===== config.mk =====
export PLATFORM = sky130hd
export DESIGN_NAME = ata_sector_seq
export DESIGN_NICKNAME = d
export VERILOG_FILES = /design/src/rtl/ata_seq_pkg.sv /design/src/rtl/ata_param_mux.sv /design/src/rtl/ata_poll_timer.sv /design/src/rtl/ata_word_count.sv /design/src/rtl/ata_sector_seq.sv
export SDC_FILE = /design/constraint.sdc
export NUM_CORES = 1
export LEC_CHECK = 0
export BUFFER_PORTS_ARGS = -buffer_cell sky130_fd_sc_hd__buf_4
export CAP_MARGIN = 10
export CORE_MARGIN = 3
export CORE_UTILIZATION = 25
export CTS_BUF_LIST = sky130_fd_sc_hd__clkbuf_4
export DETAILED_ROUTE_END_ITERATION = 6
export PLACE_DENSITY_LB_ADDON = 0.15
export SYNTH_ARGS = -nofsm -noshare
export SYNTH_HDL_FRONTEND = slang
export SYNTH_SLANG_ARGS = --single-unit

===== constraint.sdc =====
create_clock -name clk_i -period 4.8 [get_ports clk_i]
set_input_delay 1.44 -clock clk_i [delete_from_list [all_inputs] [get_ports clk_i]]
set_output_delay 1.44 -clock clk_i [all_outputs]
set_load 0.01 [all_outputs]

===== src/rtl/ata_seq_pkg.sv =====
package ata_seq_pkg;
  localparam int LBA_W = 28;

  typedef enum logic [1:0] {
    OP_IDENT = 2'b00,
    OP_READ  = 2'b01,
    OP_WRITE = 2'b10
  } ata_op_e;

  localparam logic [2:0] RG_DATA  = 3'd0;
  localparam logic [2:0] RG_ERR   = 3'd1;
  localparam logic [2:0] RG_COUNT = 3'd2;
  localparam logic [2:0] RG_LBA0  = 3'd3;
  localparam logic [2:0] RG_LBA1  = 3'd4;
  localparam logic [2:0] RG_LBA2  = 3'd5;
  localparam logic [2:0] RG_DEV   = 3'd6;
  localparam logic [2:0] RG_CMDST = 3'd7;

  localparam int ST_BSY = 7;
  localparam int ST_DRQ = 3;
  localparam int ST_ERR = 0;

  typedef enum logic [3:0] {
    S_IDLE, S_POLL_RDY, S_PARAM, S_POLL_DRQ,
    S_RD_REG, S_RD_OUT, S_WR_IN, S_WR_REG, S_ERR_RD
  } seq_state_e;

  function automatic logic [7:0] cmd_of(ata_op_e op);
    case (op)
      OP_READ:  return 8'h20;
      OP_WRITE: return 8'h30;
      default:  return 8'hEC;
    endcase
  endfunction
endpackage


===== src/rtl/ata_param_mux.sv =====
module ata_param_mux
  import ata_seq_pkg::*;
#(
  parameter int DW = 16
) (
  input  logic [2:0]       step_i,
  input  ata_op_e          op_i,
  input  logic [LBA_W-1:0] lba_i,
  input  logic             drive_i,
  output logic [2:0]       addr_o,
  output logic [DW-1:0]    wdata_o,
  output logic             last_o
);
  logic [7:0] byte_w;

  always_comb begin
    addr_o = RG_CMDST;
    byte_w = cmd_of(op_i);
    case (step_i)
      3'd0: begin addr_o = RG_COUNT; byte_w = 8'd1;          end
      3'd1: begin addr_o = RG_LBA0;  byte_w = lba_i[7:0];    end
      3'd2: begin addr_o = RG_LBA1;  byte_w = lba_i[15:8];   end
      3'd3: begin addr_o = RG_LBA2;  byte_w = lba_i[23:16];  end
      3'd4: begin addr_o = RG_DEV;   byte_w = {3'b111, drive_i, lba_i[27:24]}; end
      default: ;
    endcase
  end

  assign wdata_o = {{(DW-8){1'b0}}, byte_w};
  assign last_o  = (step_i == 3'd5);
endmodule


===== src/rtl/ata_poll_timer.sv =====
module ata_poll_timer #(
  parameter int LIMIT = 4096
) (
  input  logic clk_i,
  input  logic rst_ni,
  input  logic clear_i,
  input  logic tick_i,
  output logic last_o
);
  localparam int CW = (LIMIT > 2) ? $clog2(LIMIT) : 1;
  localparam logic [CW-1:0] LAST = CW'(LIMIT - 1);

  logic [CW-1:0] cnt_q;

  always_ff @(posedge clk_i or negedge rst_ni) begin
    if (!rst_ni)      cnt_q <= '0;
    else if (clear_i) cnt_q <= '0;
    else if (tick_i)  cnt_q <= (cnt_q == LAST) ? cnt_q : cnt_q + 1'b1;
  end

  assign last_o = (cnt_q == LAST);
endmodule


===== src/rtl/ata_word_count.sv =====
module ata_word_count #(
  parameter int WORDS = 256
) (
  input  logic clk_i,
  input  logic rst_ni,
  input  logic clear_i,
  input  logic inc_i,
  output logic last_o
);
  localparam int CW = (WORDS > 2) ? $clog2(WORDS) : 1;
  localparam logic [CW-1:0] LAST = CW'(WORDS - 1);

  logic [CW-1:0] cnt_q;

  always_ff @(posedge clk_i or negedge rst_ni) begin
    if (!rst_ni)      cnt_q <= '0;
    else if (clear_i) cnt_q <= '0;
    else if (inc_i)   cnt_q <= (cnt_q == LAST) ? '0 : cnt_q + 1'b1;
  end

  assign last_o = (cnt_q == LAST);
endmodule


===== src/rtl/ata_sector_seq.sv =====
module ata_sector_seq
  import ata_seq_pkg::*;
#(
  parameter int DW         = 16,
  parameter int WORDS      = 256,
  parameter int POLL_LIMIT = 4096
) (
  input  logic             clk_i,
  input  logic             rst_ni,
  input  logic             start_i,
  input  logic [1:0]       op_i,
  input  logic [LBA_W-1:0] lba_i,
  input  logic             drive_i,
  output logic             busy_o,
  output logic             done_o,
  output logic             err_o,
  output logic [7:0]       err_code_o,
  output logic [DW-1:0]    rd_data_o,
  output logic             rd_valid_o,
  input  logic             rd_ready_i,
  input  logic [DW-1:0]    wr_data_i,
  input  logic             wr_valid_i,
  output logic             wr_ready_o,
  output logic             reg_req_o,
  output logic             reg_we_o,
  output logic [2:0]       reg_addr_o,
  output logic [DW-1:0]    reg_wdata_o,
  input  logic             reg_ack_i,
  input  logic [DW-1:0]    reg_rdata_i
);
  seq_state_e       state_q;
  ata_op_e          op_q;
  logic [LBA_W-1:0] lba_q;
  logic             drive_q;
  logic [2:0]       step_q;
  logic [DW-1:0]    data_q;
  logic             done_q, err_q;
  logic [7:0]       err_code_q;

  logic [2:0]    pm_addr;
  logic [DW-1:0] pm_wdata;
  logic          pm_last;
  logic          tmr_last, tmr_tick, tmr_clear;
  logic          wc_last, wc_inc, wc_clear;
  logic          acc_done, st_bsy, st_drq, st_err, in_poll;

  ata_param_mux #(.DW(DW)) i_param_mux (
    .step_i  (step_q),
    .op_i    (op_q),
    .lba_i   (lba_q),
    .drive_i (drive_q),
    .addr_o  (pm_addr),
    .wdata_o (pm_wdata),
    .last_o  (pm_last)
  );

  ata_poll_timer #(.LIMIT(POLL_LIMIT)) i_poll_timer (
    .clk_i   (clk_i),
    .rst_ni  (rst_ni),
    .clear_i (tmr_clear),
    .tick_i  (tmr_tick),
    .last_o  (tmr_last)
  );

  ata_word_count #(.WORDS(WORDS)) i_word_count (
    .clk_i   (clk_i),
    .rst_ni  (rst_ni),
    .clear_i (wc_clear),
    .inc_i   (wc_inc),
    .last_o  (wc_last)
  );

  assign acc_done = reg_req_o && reg_ack_i;
  assign st_bsy   = reg_rdata_i[ST_BSY];
  assign st_drq   = !st_bsy && reg_rdata_i[ST_DRQ];
  assign st_err   = !st_bsy && reg_rdata_i[ST_ERR];
  assign in_poll  = (state_q == S_POLL_RDY) || (state_q == S_POLL_DRQ);

  // unsatisfied poll: busy, or (second wait) neither error nor data request
  assign tmr_tick  = acc_done && in_poll &&
                     (st_bsy || (state_q == S_POLL_DRQ && !st_err && !st_drq));
  assign tmr_clear = (state_q == S_IDLE) || (state_q == S_PARAM);
  assign wc_inc    = (state_q == S_RD_OUT && rd_ready_i) || (state_q == S_WR_REG && reg_ack_i);
  assign wc_clear  = (state_q == S_IDLE);

  always_ff @(posedge clk_i or negedge rst_ni) begin
    if (!rst_ni) begin
      state_q    <= S_IDLE;
      op_q       <= OP_IDENT;
      lba_q      <= '0;
      drive_q    <= 1'b0;
      step_q     <= '0;
      data_q     <= '0;
      done_q     <= 1'b0;
      err_q      <= 1'b0;
      err_code_q <= '0;
    end else begin
      done_q <= 1'b0;
      case (state_q)
        S_IDLE: if (start_i) begin
          op_q       <= ata_op_e'(op_i);
          lba_q      <= lba_i;
          drive_q    <= drive_i;
          step_q     <= '0;
          err_q      <= 1'b0;
          err_code_q <= '0;
          state_q    <= S_POLL_RDY;
        end
        S_POLL_RDY: if (reg_ack_i) begin
          if (st_err)        state_q <= S_ERR_RD;
          else if (!st_bsy)  state_q <= S_PARAM;
          else if (tmr_last) state_q <= S_ERR_RD;
        end
        S_PARAM: if (reg_ack_i) begin
          if (pm_last) state_q <= S_POLL_DRQ;
          else         step_q  <= step_q + 3'd1;
        end
        S_POLL_DRQ: if (reg_ack_i) begin
          if (st_err)        state_q <= S_ERR_RD;
          else if (st_drq)   state_q <= (op_q == OP_WRITE) ? S_WR_IN : S_RD_REG;
          else if (tmr_last) state_q <= S_ERR_RD;
        end
        S_RD_REG: if (reg_ack_i) begin
          data_q  <= reg_rdata_i;
          state_q <= S_RD_OUT;
        end
        S_RD_OUT: if (rd_ready_i) begin
          if (wc_last) begin
            done_q  <= 1'b1;
            state_q <= S_IDLE;
          end else begin
            state_q <= S_RD_REG;
          end
        end
        S_WR_IN: if (wr_valid_i) begin
          data_q  <= wr_data_i;
          state_q <= S_WR_REG;
        end
        S_WR_REG: if (reg_ack_i) begin
          if (wc_last) begin
            done_q  <= 1'b1;
            state_q <= S_IDLE;
          end else begin
            state_q <= S_WR_IN;
          end
        end
        S_ERR_RD: if (reg_ack_i) begin
          err_code_q <= reg_rdata_i[7:0];
          err_q      <= 1'b1;
          done_q     <= 1'b1;
          state_q    <= S_IDLE;
        end
        default: state_q <= S_IDLE;
      endcase
    end
  end

  always_comb begin
    reg_req_o   = 1'b0;
    reg_we_o    = 1'b0;
    reg_addr_o  = RG_CMDST;
    reg_wdata_o = '0;
    case (state_q)
      S_POLL_RDY, S_POLL_DRQ: reg_req_o = 1'b1;
      S_PARAM: begin
        reg_req_o   = 1'b1;
        reg_we_o    = 1'b1;
        reg_addr_o  = pm_addr;
        reg_wdata_o = pm_wdata;
      end
      S_RD_REG: begin
        reg_req_o  = 1'b1;
        reg_addr_o = RG_DATA;
      end
      S_WR_REG: begin
        reg_req_o   = 1'b1;
        reg_we_o    = 1'b1;
        reg_addr_o  = RG_DATA;
        reg_wdata_o = data_q;
      end
      S_ERR_RD: begin
        reg_req_o  = 1'b1;
        reg_addr_o = RG_ERR;
      end
      default: ;
    endcase
  end

  assign busy_o     = (state_q != S_IDLE);
  assign done_o     = done_q;
  assign err_o      = err_q;
  assign err_code_o = err_code_q;
  assign rd_data_o  = data_q;
  assign rd_valid_o = (state_q == S_RD_OUT);
  assign wr_ready_o = (state_q == S_WR_IN);
endmodule


==> metrics.cfg <==
[sta]
tns_ps = 0
fin_crit_ps = 4110
max_slew_margin_pct = 40.4
worst_slack_ps = 686
finClkSkew_ps = 10.8
timing.hold.ws_ps = 501
fin_crit_sh_pct = 85.7
drv_slew = 0
fmax_mhz = 243
worst_pin_slew_ps = 894
setup_violations = 0
hold_viol_final = 0
rsz0062_at_grt = no

[placed_design]
gp_congestion = 0.777
hpwl_mm = 9.95
io_buffers = 118
post-place-ws_ps = 1210

[synth]
synthFlopType = dfrtp_1
synth.avg_cell_area_um2 = 10.2
synthTopCellsByCount = dfrtp_1 (84), nand2_1 (49), nor2_1 (34)
yosys.area.top_type_share_pct = 46.3
yosysSeqAreaShare_pct = 46.3
synth_area_leader_cell = dfrtp_1
synth_area_um2 = 4540
ys_warn_count = 0
async_flop_share_pct = 100
synth_edf_count = 0
ys_top_cells_by_area = dfrtp_1 (46%), mux2_2 (7.9%), mux2i_1 (4.8%), nand2_1 (4.0%), o21ai_0 (3.2%)
syn_inst = 447
ys_types = 59
synth.net_count = 524
ys_ff_latch = 84
yosysMostFrequentCell = dfrtp_1

[drt]
met1Wirelength_mm = 5.91
wl_met2_mm = 6.51
drc = 0
wl_met3_um = 622
drtPass1Iterations = 6
top_layer = met4
wl_per_cell_um = 16.8
wirelength_mm = 13.2
routed_via_density = 4.79
vias = 3763
drtIter0Drc = 231
ant_nets = 0

[power]
totalPowerFinal_uw = 2870
p_sw_uw = 1110
p_seq_share_pct = 41.1
p_sw_share_pct = 38.5
internal_power_uw = 1770
comb_power_share_pct = 42.4
p_leak_uw = 0.00261
p_clk_share_pct = 16.4
powerDensity_nw_per_um2 = 497
ir_drop_v = 0.000211

[clock_tree]
ctsLongestPathBuffers = 2
numClockSinks = 84
clk_latency_ps = 460
cts_resized = 0
clockRootBuffer = clkbuf_4
ctsHtreeMaxLevel = 3
cts_setup_buffers = 0
cts_tree = done
clk_pin_slew_ps = 140
cts_hold_buffers = 0
numCtsBuffers = 9

[die]
initial_core_util_pct = 25.9
die_area_um2 = 19800
die_x_um = 141
ios = 119
core_um2 = 17500
fp.dieH_um = 141
rows = 48

[worst_hold_path]
worstHoldPathType = register to register

[setup_path]
cp_data_required_time_ps = 3360
reg2reg_slack_ps = 2460
endpoint_kind = output port
crit_type = register to output port
critPathLaunchType = register
path_max_fanout = 13
arrival_ps = 2670

[cells_and_area]
postLayoutCoreUtil_pct = 32.9
seqCellArea_um2 = 2100
multi_input_area_um2 = 2280
n_fill_cell = 1858
areaGrowthSynthToFinish_pct = 27.1
drive_gt1_share_pct = 32.4
fin_nets = 631

[run_status]
outcome = finished, final reports clean

[global_route]
antenna_found_initial = 1
grt_pass1_wl_mm = 21.1
grt_pass1_vias = 3833
grt_remaining_overflow = 0
track_usage_pct = 13.4
grt_max_degree = 63

[run]
cap_violations = 0

metrics by stage:
stage	instance area [µm²]	std cells
after floorplan	4540	447
after global placement	5610	768
after detailed placement	5610	768
after CTS	5770	784
after global routing	5770	785
final	5770	785
state kept, by name, summed over array words and instances, names as in the netlist:
| signal | count |
|---|---|
| rd_data_o | 16 |
| done_o | 1 |
| err_code_o | 8 |
| op_q | 2 |
| lba_q | 28 |
| err_o | 1 |
| i_poll_timer.cnt_q | 12 |
| drive_q | 1 |
| i_word_count.cnt_q | 8 |
| state_q | 4 |
| step_q | 3 |
cell type report:
| class | count | share of cell area, % |
|---|---|---|
| Inverter | 7 | 0.455 |
| Sequential cell | 84 | 36.4 |
| Timing Repair Buffer | 123 | 16.0 |
| Tap cell | 225 | 4.88 |
| Multi-Input combinational cell | 329 | 39.5 |
| Antenna cell | 1 | 0.0433 |
| Clock buffer | 11 | 1.43 |
| Clock inverter | 5 | 1.32 |
kinds of logic (layout without fill, tap and decap cells):
kind of cell	count (synthesis)	after routing	share of synthesized area, %
buf+inv	34	146	3.55
compound gates	96	96	14.7
xor+xnor	11	11	2.12
fa+ha+maj	8	8	2.20
simple gates	160	160	18.4
flops	84	84	46.3
other cells	0	1	0
mux	54	54	12.8
path summary, 6_finish.rpt:
check	from	endpoint	depth (start not counted)
worst max-delay path	step_q[2]	reg_addr_o[2]	8
worst min-delay path	err_o	err_o	1
worst max register to register	state_q[3]	err_code_o[5]	4
worst min register to register	err_o	err_o	1
max in group asynchronous	rst_ni	err_code_o[6]	2
min in group asynchronous	rst_ni	i_poll_timer.cnt_q[6]	1
worst max-delay path: stages, from the launching register on:
cell and delay, ps:
dfrtp_1 580, inv_1 110, ha_1 360, or4_1 440, o31ai_1 260, a21oi_1 100, nor2_1 150, nor2_1 60
buf_4 140
placed cells by master, fill, tap and decap left out, types with 3 or more instances in the layout:
master and count:
ha_1 8, buf_4 123, o31ai_1 3, nand3_1 8
a21oi_1 15, nand2b_1 5, a32oi_1 3, nand2_1 49
a22o_1 13, inv_1 7, dfrtp_1 84, nor2_1 34
xor2_1 3, nor3_1 8, a21o_1 3, nand4_1 6
a222oi_1 3, nor2b_1 12, o21ai_0 29, clkbuf_4 11
nor4_1 5, mux2_2 32, or3_1 4, and2_1 10
xnor2_1 8, a22oi_1 4, and3_1 4, mux2i_1 22
power by group through the flow:
stage          Combinational, µW  Sequential, µW  Clock [µW]
2_1_floorplan                796            1120           0
3_3_place_gp                1220            1200           0
3_5_place_dp                1240            1200           0
4_1_cts                     1240            1180         496
5_1_grt                     1360            1220         522
6_report                    1220            1180         472
per-layer routing:
metal / vias to the layer above / track usage, %
met3: 12 / 3.70
met5: - / 0
met4: 0 / 3.26
met2: 75 / 22.3
li1: 1832 / -
met1: 1844 / 17.5
No activity file was read; power rests on OpenSTA's default activity.
